<file path="config.mk">
export PLATFORM = sky130hd
export DESIGN_NAME = cfgld_serial_loader
export DESIGN_NICKNAME = d
export VERILOG_FILES = /design/src/rtl/cfgld_pkg.sv /design/src/rtl/cfgld_phase_timer.sv /design/src/rtl/cfgld_bit_shifter.sv /design/src/rtl/cfgld_serial_loader.sv
export SDC_FILE = /design/constraint.sdc
export NUM_CORES = 1
export LEC_CHECK = 0
export BUFFER_PORTS_ARGS = -buffer_cell sky130_fd_sc_hd__buf_2
export CAP_MARGIN = 20
export CORE_ASPECT_RATIO = 0.7
export CORE_MARGIN = 8
export CORE_UTILIZATION = 50
export DETAILED_ROUTE_END_ITERATION = 8
export GPL_ROUTABILITY_DRIVEN = 0
export MAX_ROUTING_LAYER = met4
export PLACE_DENSITY = 0.74
export SLEW_MARGIN = 20
export SYNTH_ARGS = -nofsm -noshare
export SYNTH_HDL_FRONTEND = slang
export SYNTH_SLANG_ARGS = --single-unit
</file>
<file path="constraint.sdc">
create_clock -name clk -period 1.97 [get_ports clk]
set_input_delay 0.394 -clock clk [delete_from_list [all_inputs] [get_ports clk]]
set_output_delay 0.394 -clock clk [all_outputs]
set_load 0.02 [all_outputs]
</file>
<file path="src/rtl/cfgld_pkg.sv">
package cfgld_pkg;

  localparam int PIN_PROG_N = 7;
  localparam int PIN_CCLK   = 6;
  localparam int PIN_DIN    = 5;
  localparam int PIN_IDLE   = 4;

  typedef enum logic [2:0] {
    ST_IDLE,
    ST_PULSE,
    ST_CLEAR,
    ST_WAIT,
    ST_LOW,
    ST_HIGH
  } ld_state_e;

  // Build the link word from the three serial lines.
  function automatic logic [7:0] pin_word(input logic prog_n, input logic cclk, input logic din);
    logic [7:0] w;
    w = '0;
    w[PIN_PROG_N] = prog_n;
    w[PIN_CCLK]   = cclk;
    w[PIN_DIN]    = din;
    return w;
  endfunction

  function automatic logic [7:0] idle_word();
    logic [7:0] w;
    w = '0;
    w[PIN_IDLE] = 1'b1;
    return w;
  endfunction

  function automatic int unsigned us_to_cycles(input int unsigned cyc_per_us, input int unsigned us);
    return cyc_per_us * us;
  endfunction

endpackage

</file>
<file path="src/rtl/cfgld_phase_timer.sv">
module cfgld_phase_timer #(
  parameter int W = 8
) (
  input  logic         clk,
  input  logic         rst_n,
  input  logic         load,
  input  logic [W-1:0] load_val,
  output logic         expired
);
  logic [W-1:0] cnt;

  always_ff @(posedge clk or negedge rst_n) begin
    if (!rst_n)            cnt <= '0;
    else if (load)         cnt <= load_val;
    else if (cnt != '0)    cnt <= cnt - 1'b1;
  end

  assign expired = (cnt == '0);
endmodule

</file>
<file path="src/rtl/cfgld_bit_shifter.sv">
module cfgld_bit_shifter #(
  parameter int BITS = 8,
  localparam int IDX_W = $clog2(BITS)
) (
  input  logic            clk,
  input  logic            rst_n,
  input  logic            load,
  input  logic            shift,
  input  logic [BITS-1:1] rest_i,
  output logic            next_o,
  output logic            last_o
);
  // Holds the bits not yet driven; bit 0 of the byte goes out on load.
  logic [BITS-2:0] sr;
  logic [IDX_W-1:0] idx;

  always_ff @(posedge clk or negedge rst_n) begin
    if (!rst_n) begin
      sr  <= '0;
      idx <= '0;
    end else if (load) begin
      sr  <= rest_i;
      idx <= '0;
    end else if (shift) begin
      sr  <= {1'b0, sr[BITS-2:1]};
      idx <= idx + 1'b1;
    end
  end

  assign next_o = sr[0];
  assign last_o = (idx == IDX_W'(BITS-1));
endmodule

</file>
<file path="src/rtl/cfgld_serial_loader.sv">
module cfgld_serial_loader
  import cfgld_pkg::*;
#(
  parameter int CLK_PER_US  = 100,
  parameter int PULSE_US    = 1,
  parameter int CLEAR_US    = 100,
  parameter int LOW_CYC     = 2,
  parameter int HIGH_CYC    = 2,
  parameter int IMAGE_BYTES = 32'h133A4,
  parameter int LEN_W       = 17
) (
  input  logic             clk,
  input  logic             rst_n,
  input  logic             start_i,
  input  logic [LEN_W-1:0] img_len_i,
  input  logic             s_valid_i,
  input  logic [7:0]       s_data_i,
  output logic             s_ready_o,
  output logic [7:0]       cfg_pins_o,
  output logic             busy_o,
  output logic             done_o,
  output logic             err_o
);
  localparam int PULSE_CYC = us_to_cycles(CLK_PER_US, PULSE_US);
  localparam int CLEAR_CYC = us_to_cycles(CLK_PER_US, CLEAR_US);
  localparam int MAX_A     = (PULSE_CYC > CLEAR_CYC) ? PULSE_CYC : CLEAR_CYC;
  localparam int MAX_B     = (LOW_CYC > HIGH_CYC) ? LOW_CYC : HIGH_CYC;
  localparam int MAX_CYC   = (MAX_A > MAX_B) ? MAX_A : MAX_B;
  localparam int TW        = $clog2(MAX_CYC + 1);
  localparam int CNT_W     = $clog2(IMAGE_BYTES + 1);

  ld_state_e        st;
  logic [CNT_W-1:0] byte_cnt;
  logic [7:0]       pins_q;
  logic             busy_q, done_q, err_q;

  logic             tmr_load, tmr_exp;
  logic [TW-1:0]    tmr_val;
  logic             sh_next, sh_last;

  // Named internal events
  logic len_ok, start_ok, start_bad, bit_end, byte_end, final_byte, byte_take, enter_low;

  assign len_ok     = (img_len_i == LEN_W'(IMAGE_BYTES));
  assign start_ok   = (st == ST_IDLE) && start_i && len_ok;
  assign start_bad  = (st == ST_IDLE) && start_i && !len_ok;
  assign bit_end    = (st == ST_HIGH) && tmr_exp;
  assign byte_end   = bit_end && sh_last;
  assign final_byte = (byte_cnt == CNT_W'(IMAGE_BYTES - 1));
  assign s_ready_o  = (st == ST_WAIT) || (byte_end && !final_byte);
  assign byte_take  = s_valid_i && s_ready_o;
  assign enter_low  = byte_take || (bit_end && !sh_last);

  always_comb begin
    tmr_load = 1'b0;
    tmr_val  = '0;
    if (start_ok) begin
      tmr_load = 1'b1;
      tmr_val  = TW'(PULSE_CYC - 1);
    end else if (st == ST_PULSE && tmr_exp) begin
      tmr_load = 1'b1;
      tmr_val  = TW'(CLEAR_CYC - 1);
    end else if (enter_low) begin
      tmr_load = 1'b1;
      tmr_val  = TW'(LOW_CYC - 1);
    end else if (st == ST_LOW && tmr_exp) begin
      tmr_load = 1'b1;
      tmr_val  = TW'(HIGH_CYC - 1);
    end
  end

  cfgld_phase_timer #(.W(TW)) tmr_i (
    .clk(clk), .rst_n(rst_n), .load(tmr_load), .load_val(tmr_val), .expired(tmr_exp)
  );

  cfgld_bit_shifter #(.BITS(8)) sh_i (
    .clk(clk), .rst_n(rst_n), .load(byte_take), .shift(bit_end && !sh_last),
    .rest_i(s_data_i[7:1]), .next_o(sh_next), .last_o(sh_last)
  );

  always_ff @(posedge clk or negedge rst_n) begin
    if (!rst_n) begin
      st       <= ST_IDLE;
      pins_q   <= idle_word();
      busy_q   <= 1'b0;
      done_q   <= 1'b0;
      err_q    <= 1'b0;
      byte_cnt <= '0;
    end else begin
      done_q <= 1'b0;
      err_q  <= 1'b0;
      unique case (st)
        ST_IDLE: begin
          if (start_ok) begin
            st       <= ST_PULSE;
            pins_q   <= pin_word(1'b0, 1'b0, 1'b0);
            busy_q   <= 1'b1;
            byte_cnt <= '0;
          end else if (start_bad) begin
            err_q <= 1'b1;
          end
        end
        ST_PULSE: if (tmr_exp) begin
          st     <= ST_CLEAR;
          pins_q <= pin_word(1'b1, 1'b0, 1'b0);
        end
        ST_CLEAR: if (tmr_exp) st <= ST_WAIT;
        ST_WAIT: if (byte_take) begin
          st     <= ST_LOW;
          pins_q <= pin_word(1'b1, 1'b0, s_data_i[0]);
        end
        ST_LOW: if (tmr_exp) begin
          st               <= ST_HIGH;
          pins_q[PIN_CCLK] <= 1'b1;
        end
        ST_HIGH: if (tmr_exp) begin
          if (!sh_last) begin
            st     <= ST_LOW;
            pins_q <= pin_word(1'b1, 1'b0, sh_next);
          end else if (final_byte) begin
            st     <= ST_IDLE;
            pins_q <= idle_word();
            busy_q <= 1'b0;
            done_q <= 1'b1;
          end else begin
            byte_cnt <= byte_cnt + 1'b1;
            if (byte_take) begin
              st     <= ST_LOW;
              pins_q <= pin_word(1'b1, 1'b0, s_data_i[0]);
            end else begin
              st <= ST_WAIT;
            end
          end
        end
        default: st <= ST_IDLE;
      endcase
    end
  end

  assign cfg_pins_o = pins_q;
  assign busy_o     = busy_q;
  assign done_o     = done_q;
  assign err_o      = err_q;
endmodule

</file>
==> results by group, run 1 <==
Outcome
  – Status: complete, but fails checks
  – Violated checks: negative setup slack

Global route
  – Via count of the first global-routing pass: between 2000 and 3000
  – All-layer global routing usage: approximately a fifth
  – Initial antenna violation count: 0
  – Wire length of the first global-routing pass: about 13000 um
  – Congestion Overflow GR: 0
  – Pin count of the biggest net entering global routing: 36

Detailed routing
  – Final WL: about 9300 um
  – Drt wl/cell: around 18 um
  – Drt first-iter violations: 250
  – Count of TritonRoute iterations in the first routing pass: 5
  – Routed vias/inst: 5.891
  – Routed via count: between 2000 and 3000
  – DRC violation count after routing: 0
  – Number of nets with antenna violations after routing: 0

Power
  – Peak VDD IR: roughly 0.33 mV
  – Design Power: about 2.1 mW
  – Pwr/cell area: about 500 nW/um^2
  – Static leakage: approximately 1.9 nW

Synthesis
  – Netlist area before placement: around 2900 um^2
  – Async SR Flop Fraction: 100.0%
  – Nets in the synthesized netlist: about 350
  – Synth area leaders: dfrtp_1 46%, nor2_1 5.4%, xor2_1 3.9%
  – Post-synth top area share: between 40% and 50%
  – Sequential-to-total area share from yosys stat: between 40% and 50%
  – Top_reg_cell synth: dfrtp_1
  – Post-Synthesis Mean Instance Area: 9.404 um^2
  – Count of distinct cell types in the synthesized netlist: between 50 and 60
  – Post-synth EDFFs: 0
  – Cell type with the largest total area after synthesis: dfrtp_1
  – Synth warn: 0
  – Mapped Cells: 312
  – Total of flip-flops plus latches after synthesis: 55

Timing
  – Final Max Slew Viols: 0
  – RSZ-0062 raised after global routing: yes
  – Post-route minimum period: approximately 2.3 ns
  – Final sum of negative setup slack: -6.265 ns
  – Count of final hold-check violations: 0
  – Relative slew slack: between 60% and 70%
  – Highest clock rate: around 0.44 GHz
  – Final period util: 115.5%
  – Setup Viol. Count Final: between 40 and 50
  – Slew at the pin closest to its max-slew limit: approximately 0.5 ns
  – Setup clock skew after layout: 0.01140 ns
  – Min setup slack post-route: -0.3061 ns

Place
  – Total cell area at the placement stage: between 3000 and 4000 um^2
  – Detailed Place HPWL: 5725 um
  – Count of input and output buffers: 40

Finish
  – Diodes inserted: 0
  – Final Cell Area: ~4300 um^2
  – Proportion of layout cells with a drive suffix above 1: a little over two fifths
  – Layout overhead on the synthesized area: 46.06%
  – Fin nets: between 400 and 500

Clock network
  – Sinks on the clock net: 55
  – Clock-pin slew on the worst setup and hold paths: 0.10 ns
  – Number of CTS-inserted buffers: 5
  – Hold buffer count at CTS: 0
  – Clock tree from TritonCTS: built
  – Longest Clk Path Bufs: 2
  – Worst-Skew Late Latency: between 0.3 and 0.4 ns
  – H-Tree Level Count: 2
  – Root cell of the clock tree: clkbuf_8

Floorplan
  – Initial Utilization: between 50 and 60%
  – Count of boundary I/O pins: 41
  – Core Footprint: roughly 5700 um^2
  – Die width: between 100 and 150 um
  – Site Rows: 23
  – Height of the die: roughly 80 um
  – Die outline area: about 8600 um^2

Setup path
  – Largest fanout of any net on the critical path: 2
  – CP peak stage delay: 0.42 ns
  – Slowest-stage cell, CP: dfrtp_1
  – CP Capture Type: primary output
  – Worst Reg2Reg Path Length in Cells: 10
  – Capturing point of the worst reg2reg path: byte_cnt[10]
  – Kind of critical path: flop to primary output
  – Setup slack, reg-to-reg: -0.28 ns
  – Required time of the worst setup path: between 1.5 and 2 ns
  – Startpoint types: flop
  – Worst Path Arrival: between 1.5 and 2 ns
  – List of cells traversed by the critical path: inv_2 -> ha_4 -> nor4b_4 -> and4_4 -> o211ai_4 -> buf_12 -> nand2_4 -> buf_6
  – Critical R2R Launch: tmr_i.cnt[1]

Worst hold path
  – Class of the tightest hold or removal check: input port to async pin

Job
  – Max Cap Viol: 0
## placed cells by master, fill, tap and decap left out, drive strengths merged, types with 3 or more instances in the layout
| master | synthesis | routed |
|---|---|---|
| nor4 | 4 | 4 |
| nand2 | 27 | 27 |
| o21ai | 20 | 20 |
| ha | 5 | 5 |
| and3 | 6 | 6 |
| inv | 7 | 7 |
| dfrtp | 54 | 54 |
| nand4 | 6 | 6 |
| nor2b | 6 | 6 |
| nand3 | 22 | 22 |
| xnor2 | 11 | 11 |
| mux2i | 7 | 7 |
| or3 | 4 | 4 |
| buf | 5 | 122 |
| a21oi | 9 | 9 |
| xor2 | 13 | 13 |
| nor4b | 3 | 3 |
| nand2b | 7 | 7 |
| nor2 | 42 | 42 |
| clkbuf | 7 | 6 |
| nor3 | 16 | 16 |
## how the worst max path moves through the flow
stage	startpoint	to	slack (ns)
2_1_floorplan	tmr_i.cnt[0]	sh_i.sr[0]	-0.02
3_3_place_gp	tmr_i.cnt[0]	tmr_i.cnt[12]	-0.11
3_5_place_dp	tmr_i.cnt[0]	sh_i.sr[5]	-0.11
4_1_cts	tmr_i.cnt[0]	s_ready_o	-0.27
5_1_grt	tmr_i.cnt[0]	s_ready_o	-0.37
6_report	tmr_i.cnt[1]	s_ready_o	-0.31
## state kept, by name, summed over array words and instances, names as in the netlist
| register | flops |
|---|---|
| tmr_i.cnt | 14 |
| st | 3 |
| byte_cnt | 17 |
| busy_o | 1 |
| done_o | 1 |
| sh_i.sr | 7 |
| cfg_pins_o | 8 |
| sh_i.idx | 3 |
| err_o | 1 |
## stage by stage
step	hold slack (ns)	setup slack (ns)	util [%]	cells
after floorplan	0.09841	-0.02180	-	312
after global placement	0.3905	-0.1105	63.90	471
after detailed placement	0.3942	-0.1057	63.90	471
after CTS	0.04543	-0.2688	69.41	489
after global routing	0.05511	-0.3681	75.21	505
final	0.02723	-0.3061	75.21	505
## critical path, delay by kind of cell, from the launching register on
kind,cells,cell delay (ns)
AOI/OAI and AO/OA,1,0.10
adders and majority gates,1,0.12
buffers and inverters,3,0.36
DFF,1,0.42
and+or+nand+nor,3,0.56
## cells in the mapped netlist (all sizes together), types with 4 or more instances
cell type,instances
nor4,4
nand2,27
buf,5
or3,4
nand3,22
nand2b,7
clkbuf,7
o21ai,20
nor3,16
xor2,13
inv,7
and3,6
mux2i,7
nor2,42
ha,5
nand4,6
nor2b,6
a21oi,9
xnor2,11
dfrtp,54
## logic make-up (layout without fill, tap and decap cells)
kind of cell	Yosys count	count (layout)	share of synthesized area (%)
buf+inv	19	137	3.028
mux	7	7	2.388
simple gates	155	155	27.85
xor+xnor	24	24	7.164
flops	55	55	46.95
fa+ha+maj	5	5	2.132
compound gates	47	47	10.49
## where the power goes
part           internal [mW]  leakage [nW]  switching [mW]
Combinational         0.0635          1.23          0.0673
Sequential              1.16         0.582          0.0297
Clock                  0.412        0.0612           0.394
Total                   1.63          1.87           0.491
## repair_timing
item	in CTS	in global routing
setup buffers	12	16
pin swaps	19	15
gates resized for setup	33	48
endpoints found under the setup margin	40	52
## metal layers
layer  up-vias  routed length (um)  GRT usage (%)
li1       1332                   -              -
met1      1448                4168          27.33
met2       167                4209          28.48
met3        28                 706          3.917
met4         0                 244          7.172
met5         -                   0              -
## cell type report
type | count | area (um^2)
fill | 384 | 1413
clock inverter | 2 | 35.03
tap | 75 | 93.84
inverter | 7 | 26.28
sequential | 55 | 1378
clock buffer | 6 | 82.58
timing repair buffer | 122 | 913.4
multi-input combinational | 238 | 1757
No activity file was read; power rests on OpenSTA's default activity.
==> run 2, diff against run 1 <==
CORE_UTILIZATION = 52   (was 50)
PLACE_DENSITY = 0.76   (was 0.74)
==> results by group, run 2 (synthesis gave the netlist of run 1 again) <==
Finish
  – Most frequent standard cell in the layout excluding fill and tap cells: buf_4 (unchanged)
  – Max reg flops: 17 (unchanged)
  – Count of placed standard cells in the final layout, fillers left out: 504 (was 505)
  – Fin nets: 462 (was 463)
  – Diodes inserted: 0 (unchanged)
  – Layout overhead on the synthesized area: 46.01% (was 46.06%)
  – Most frequent cells in the layout: 68 x buf_4, 54 x dfrtp_1, 40 x nor2_1 (was 69 x buf_4, 54 x dfrtp_1, 41 x nor2_1)
  – Proportion of layout cells with a drive suffix above 1: 43.36% (was 41.63%)
  – Largest register by flop count: byte_cnt (unchanged)
  – Final Cell Area: 4284 um^2 (was 4285 um^2)

Detailed routing
  – Drt first-iter violations: 369 (was 250)
  – Routed via count: 3126 (was 2975)
  – Final WL: 9851 um (was 9328 um)
  – Routed vias/inst: 6.202 (was 5.891)
  – Count of TritonRoute iterations in the first routing pass: 5 (unchanged)
  – Number of nets with antenna violations after routing: 0 (unchanged)
  – DRC violation count after routing: 0 (unchanged)
  – Drt wl/cell: 19.55 um (was 18.47 um)

Power
  – Static leakage: 1.870 nW (was 1.873 nW)
  – Fraction of power spent switching nets: 23.70% (was 23.09%)
  – Clk pwr share: 34.8% (was 37.9%)
  – Pwr/cell area: 472.2 nW/um^2 (was 495.6 nW/um^2)
  – Sequential share of power: 58.6% (was 55.9%)
  – Power spent charging and discharging nets: 0.4795 mW (was 0.4905 mW)
  – Pint: 1.543 mW (was 1.633 mW)
  – Fraction of power consumed by combinational cells: 6.6% (was 6.2%)
  – Peak VDD IR: 0.3064 mV (was 0.3278 mV)

Clock network
  – Clock tree from TritonCTS: built (unchanged)
  – Sinks on the clock net: 55 (unchanged)
  – Longest Clk Path Bufs: 2 (unchanged)
  – Hold buffer count at CTS: 0 (unchanged)
  – Number of CTS-inserted buffers: 5 (unchanged)
  – Worst-Skew Late Latency: 0.32 ns (about the same)
  – Root cell of the clock tree: clkbuf_8 (unchanged)
  – Clock-pin slew on the worst setup and hold paths: 0.11 ns (was 0.10 ns)
  – H-Tree Level Count: 2 (unchanged)

Timing
  – Post-route minimum period: 2.293 ns (was 2.276 ns)
  – Setup clock skew after layout: 0.01272 ns (was 0.01140 ns)
  – Slew at the pin closest to its max-slew limit: 0.5431 ns (was 0.5088 ns)
  – Count of final hold-check violations: 0 (unchanged)
  – Worst Hold Margin: 0.04586 ns (was 0.02723 ns)
  – Min setup slack post-route: -0.3235 ns (was -0.3061 ns)
  – Final Max Slew Viols: 0 (unchanged)
  – Relative slew slack: 63.66% (was 66.08%)
  – Setup Viol. Count Final: 48 (was 43)
  – Final sum of negative setup slack: -8.096 ns (was -6.265 ns)
  – Highest clock rate: 0.4360 GHz (was 0.4393 GHz)
  – Final period util: 116.4% (was 115.5%)
  – RSZ-0062 raised after global routing: yes (unchanged)

Setup path
  – List of cells traversed by the critical path: nor4b_4 -> nand3_2 -> o211ai_4 -> buf_4 -> buf_6 -> a21oi_4 -> a311o_1 -> nand2b_1 (was inv_2 -> ha_4 -> nor4b_4 -> and4_4 -> o211ai_4 -> buf_12 -> nand2_4 -> buf_6)
  – CP peak stage delay: 0.44 ns (was 0.42 ns)
  – Worst Path Arrival: 2.49 ns (was 1.88 ns)
  – CP Capture Type: flop (was primary output)
  – Kind of critical path: flop to flop (was flop to primary output)
  – WP buf/inv: 2 (was 3)
  – Slowest-stage cell, CP: dfrtp_1 (unchanged)
  – Startpoint types: flop (unchanged)
  – Gate family responsible for the most delay along the worst path: compound AO/OA/AOI/OAI gates (was simple AND/OR/NAND/NOR gates)
  – Largest fanout of any net on the critical path: 5 (was 2)
  – Required time of the worst setup path: 2.17 ns (was 1.58 ns)

Global route
  – Via count of the first global-routing pass: 2940 (was 2780)
  – Congestion Overflow GR: 0 (unchanged)
  – Pin count of the biggest net entering global routing: 34 (was 36)
  – All-layer global routing usage: 21.34% (was 19.89%)
  – Wire length of the first global-routing pass: 14290 um (was 13140 um)
  – Initial antenna violation count: 0 (unchanged)

Floorplan
  – Die width: 105.8 um (was 107.6 um)
  – Count of boundary I/O pins: 41 (unchanged)
  – Core Footprint: 5583 um^2 (was 5698 um^2)
  – Height of the die: 78.85 um (was 80.09 um)
  – Die outline area: 8340 um^2 (was 8614 um^2)
  – Site Rows: 23 (unchanged)
  – Initial Utilization: 52.55% (was 51.49%)

Place
  – Total cell area at the placement stage: 3656 um^2 (was 3641 um^2)
  – Detailed Place HPWL: 5876 um (was 5725 um)
  – Worst slack after detailed placement: -0.07035 ns (was -0.1057 ns)
  – Count of input and output buffers: 40 (unchanged)
  – Placed instance count: 473 (was 471)

Outcome
  – Status: complete, but fails checks (unchanged)
  – Violated checks: negative setup slack (unchanged)

Worst hold path
  – Class of the tightest hold or removal check: input port to async pin (unchanged)

Job
  – Max Cap Viol: 0 (unchanged)
-- run 2: per-layer routing --
metal  vias up  wire length [um]  global-route usage, %
met5         -                 0                      -
met1      1481              4208                  28.52
met4         0               331                  6.573
met2       256              4271                  31.82
met3        51              1039                  4.689
li1       1338                 -                      -
-- run 2: power by group through the flow --
stage	sequential (mW)	combinational, mW	clock, mW
3_3_place_gp	1.20	0.122	0
5_1_grt	1.19	0.149	0.757
6_report	1.19	0.133	0.704
4_1_cts	1.18	0.132	0.710
2_1_floorplan	1.20	0.0503	0
3_5_place_dp	1.21	0.127	0
-- run 2: timing repair --
action,CTS,global route
gates resized for setup,40,52
setup endpoints to repair,38,51
gates cloned,1,1
pin swaps,8,36
buffers inserted,11,14
-- run 2: per-stage QoR --
stage	power [mW]	util, %
final	2.023	76.74
after floorplan	1.254	-
after global routing	2.096	76.74
after global placement	1.327	65.49
after CTS	2.026	71.78
after detailed placement	1.334	65.49
-- run 2: path summary, 6_finish.rpt --
path                                from       endpoint  slack [ns]  cells after the start
setup / recovery             byte_cnt[6]   tmr_i.cnt[0]       -0.32                      8
hold / removal                     rst_n  cfg_pins_o[7]        0.05                      1
setup reg to reg             byte_cnt[6]   tmr_i.cnt[0]       -0.32                      8
hold reg to reg            cfg_pins_o[4]  cfg_pins_o[4]        0.50                      2
max in group asynchronous          rst_n     sh_i.sr[0]        1.36                      2
min in group clk             s_data_i[6]     sh_i.sr[5]        0.29                      3
-- run 2: worst register-to-register path, delay by kind of cell (launching register included) --
family | cells | cell delay (ns)
compound gates | 3 | 0.76
simple gates | 3 | 0.74
flops | 1 | 0.44
buf+inv | 2 | 0.24
-- run 2: layout make-up --
cell class                      instances  area, um^2
Inverter                                7       26.28
Multi-Input combinational cell        238        1770
Clock buffer                            7       96.34
Fill cell                             339        1299
Sequential cell                        55        1378
Timing Repair Buffer                  121       912.1
Tap cell                               75       93.84
Clock inverter                          1       7.507
==> run 3, diff against run 2 <==
CORE_UTILIZATION = 54   (was 52)
CTS_BUF_LIST = sky130_fd_sc_hd__clkbuf_2 sky130_fd_sc_hd__clkbuf_4 sky130_fd_sc_hd__clkbuf_8   (was default)
PLACE_DENSITY = 0.79   (was 0.76)
==> results by group, run 3 (synthesis gave the netlist of run 1 again) <==
Job
  – Max Cap Viol: 0 (unchanged)

Setup path
  – Slowest-stage cell, CP: dfrtp_1 (unchanged)
  – Startpoint types: flop (unchanged)
  – Largest fanout of any net on the critical path: 2 (was 5)
  – WP buf/inv: 3 (was 2)
  – Path length in cells of the critical path: 8 (unchanged)
  – Gate family responsible for the most delay along the worst path: simple AND/OR/NAND/NOR gates (was compound AO/OA/AOI/OAI gates)
  – CP Capture Type: primary output (was flop)
  – Worst Path Arrival: 1.88 ns (was 2.49 ns)
  – List of cells traversed by the critical path: inv_2 -> ha_4 -> nor4b_4 -> and4_4 -> o211ai_4 -> buf_12 -> nand2_4 -> buf_6 (was nor4b_4 -> nand3_2 -> o211ai_4 -> buf_4 -> buf_6 -> a21oi_4 -> a311o_1 -> nand2b_1)
  – Worst Reg2Reg Path Length in Cells: 10 (was 8)
  – Required time of the worst setup path: 1.58 ns (was 2.17 ns)
  – CP peak stage delay: 0.42 ns (was 0.44 ns)
  – Kind of critical path: flop to primary output (was flop to flop)

Timing
  – Final period util: 115.5% (was 116.4%)
  – Final Max Slew Viols: 0 (unchanged)
  – Count of final hold-check violations: 0 (unchanged)
  – Slew at the pin closest to its max-slew limit: 0.5930 ns (was 0.5431 ns)
  – Setup clock skew after layout: 0.01011 ns (was 0.01272 ns)
  – Relative slew slack: 60.47% (was 63.66%)
  – Post-route minimum period: 2.275 ns (was 2.293 ns)
  – Setup Viol. Count Final: 52 (was 48)
  – Worst Hold Margin: 0.07332 ns (was 0.04586 ns)
  – Min setup slack post-route: -0.3051 ns (was -0.3235 ns)
  – RSZ-0062 raised after global routing: yes (unchanged)
  – Highest clock rate: 0.4395 GHz (was 0.4360 GHz)

Place
  – Placed instance count: 468 (was 473)
  – Worst slack after detailed placement: -0.09187 ns (was -0.07035 ns)
  – Detailed Place HPWL: 6128 um (was 5876 um)
  – Count of input and output buffers: 40 (unchanged)

Outcome
  – Status: complete, but fails checks (unchanged)
  – Violated checks: negative setup slack (unchanged)

Finish
  – Proportion of layout cells with a drive suffix above 1: 42.62% (was 43.36%)
  – Most frequent cells in the layout: 66 x buf_4, 53 x dfrtp_1, 42 x nor2_1 (was 68 x buf_4, 54 x dfrtp_1, 40 x nor2_1)
  – Largest register by flop count: byte_cnt (unchanged)
  – Most frequent standard cell in the layout excluding fill and tap cells: buf_4 (unchanged)
  – Max reg flops: 17 (unchanged)
  – Fin nets: 460 (was 462)
  – Diodes inserted: 0 (unchanged)
  – Count of placed standard cells in the final layout, fillers left out: 499 (was 504)
  – Layout overhead on the synthesized area: 45.03% (was 46.01%)

Worst hold path
  – Class of the tightest hold or removal check: input port to async pin (unchanged)

Floorplan
  – Initial Utilization: 56.10% (was 52.55%)
  – Die outline area: 8085 um^2 (was 8340 um^2)
  – Height of the die: 77.67 um (was 78.85 um)
  – Site Rows: 22 (was 23)
  – Die width: 104.1 um (was 105.8 um)
  – Count of boundary I/O pins: 41 (unchanged)
  – Core Footprint: 5230 um^2 (was 5583 um^2)

Clock network
  – Root cell of the clock tree: clkbuf_8 (unchanged)
  – Number of CTS-inserted buffers: 5 (unchanged)
  – Clock-pin slew on the worst setup and hold paths: 0.09 ns (was 0.11 ns)
  – Longest Clk Path Bufs: 2 (unchanged)
  – Clock tree from TritonCTS: built (unchanged)
  – Worst-Skew Late Latency: 0.32 ns (about the same)
  – Hold buffer count at CTS: 0 (unchanged)
  – H-Tree Level Count: 2 (unchanged)
  – Sinks on the clock net: 55 (unchanged)

Power
  – Pwr/cell area: 477.1 nW/um^2 (was 472.2 nW/um^2)
  – Peak VDD IR: 0.3774 mV (was 0.3064 mV)
  – Static leakage: 1.838 nW (was 1.870 nW)

Detailed routing
  – Routed vias/inst: 6.244 (was 6.202)
  – Drt wl/cell: 20.07 um (was 19.55 um)
  – Uppermost layer routed: met4 (unchanged)
  – Metal-1 WL: 4230 um (was 4208 um)
  – Routed via count: 3116 (was 3126)
  – Met2 routed wirelength: 4331 um (was 4271 um)
  – DRC violation count after routing: 0 (unchanged)
  – Met3 layer wire length in the routed design: 1112 um (was 1039 um)
  – Final WL: 10010 um (was 9851 um)
  – Count of TritonRoute iterations in the first routing pass: 5 (unchanged)
  – Drt first-iter violations: 292 (was 369)
  – Number of nets with antenna violations after routing: 0 (unchanged)

Global route
  – Congestion Overflow GR: 0 (unchanged)
  – Via count of the first global-routing pass: 2943 (was 2940)
  – Wire length of the first global-routing pass: 14420 um (was 14290 um)
  – Initial antenna violation count: 0 (unchanged)
  – All-layer global routing usage: 22.45% (was 21.34%)
  – Pin count of the biggest net entering global routing: 26 (was 34)
[run 3: worst register-to-register path: cells and delay by family (launching register included)]
family          cells  cell delay (ns)
simple gates        2             0.54
flops               1             0.42
compound gates      3             0.48
buf+inv             4             0.58
fa+ha+maj           1             0.12
[run 3: area by class of cell]
| class | count | area (um^2) |
|---|---|---|
| tap | 72 | 90.09 |
| multi-input combinational | 238 | 1768 |
| sequential | 55 | 1379 |
| inverter | 7 | 26.28 |
| clock buffer | 8 | 103.9 |
| timing repair buffer | 119 | 888.4 |
| fill | 278 | 974.7 |
[run 3: worst paths after layout]
path / startpoint / end / slack (ns)
worst max-delay path: tmr_i.cnt[0] / s_ready_o / -0.31
worst min register to register: cfg_pins_o[4] / cfg_pins_o[4] / 0.51
worst max register to register: tmr_i.cnt[0] / byte_cnt[9] / -0.28
max in group asynchronous: rst_n / sh_i.sr[2] / 1.35
worst min-delay path: rst_n / sh_i.sr[5] / 0.07
min in group clk: s_data_i[3] / sh_i.sr[2] / 0.29
[run 3: timing repair]
action	CTS	global route
resized for setup	40	44
buffers inserted	14	10
endpoints found under the setup margin	26	55
gates cloned	1	1
pin swaps	20	30
endpoints found under the hold margin	0	0
[run 3: layer usage]
metal | GRT usage, % | vias to the layer above
met5 | - | -
met4 | 7.050 | 0
met3 | 5.528 | 45
met2 | 32.57 | 231
met1 | 30.20 | 1515
li1 | - | 1325
[run 3: where the power goes]
group          switching (mW)  internal [mW]  leakage (nW)
logic                  0.0693         0.0661          1.20
registers              0.0334           1.16         0.581
clock network           0.368          0.336        0.0549
total                   0.471           1.56          1.84
[run 3: per-stage QoR]
| stage | util, % | power, mW | area [um^2] | setup TNS [ns] |
|---|---|---|---|---|
| CTS | 76.24 | 2.029 | 3988 | -2.673 |
| finish | 81.36 | 2.030 | 4255 | -5.905 |
| floorplan | - | 1.254 | 2958 | -0.02180 |
| detailed placement | 69.55 | 1.335 | 3637 | -0.9501 |
| global placement | 69.55 | 1.326 | 3637 | -0.01372 |
| global route | 81.36 | 2.100 | 4255 | -9.945 |
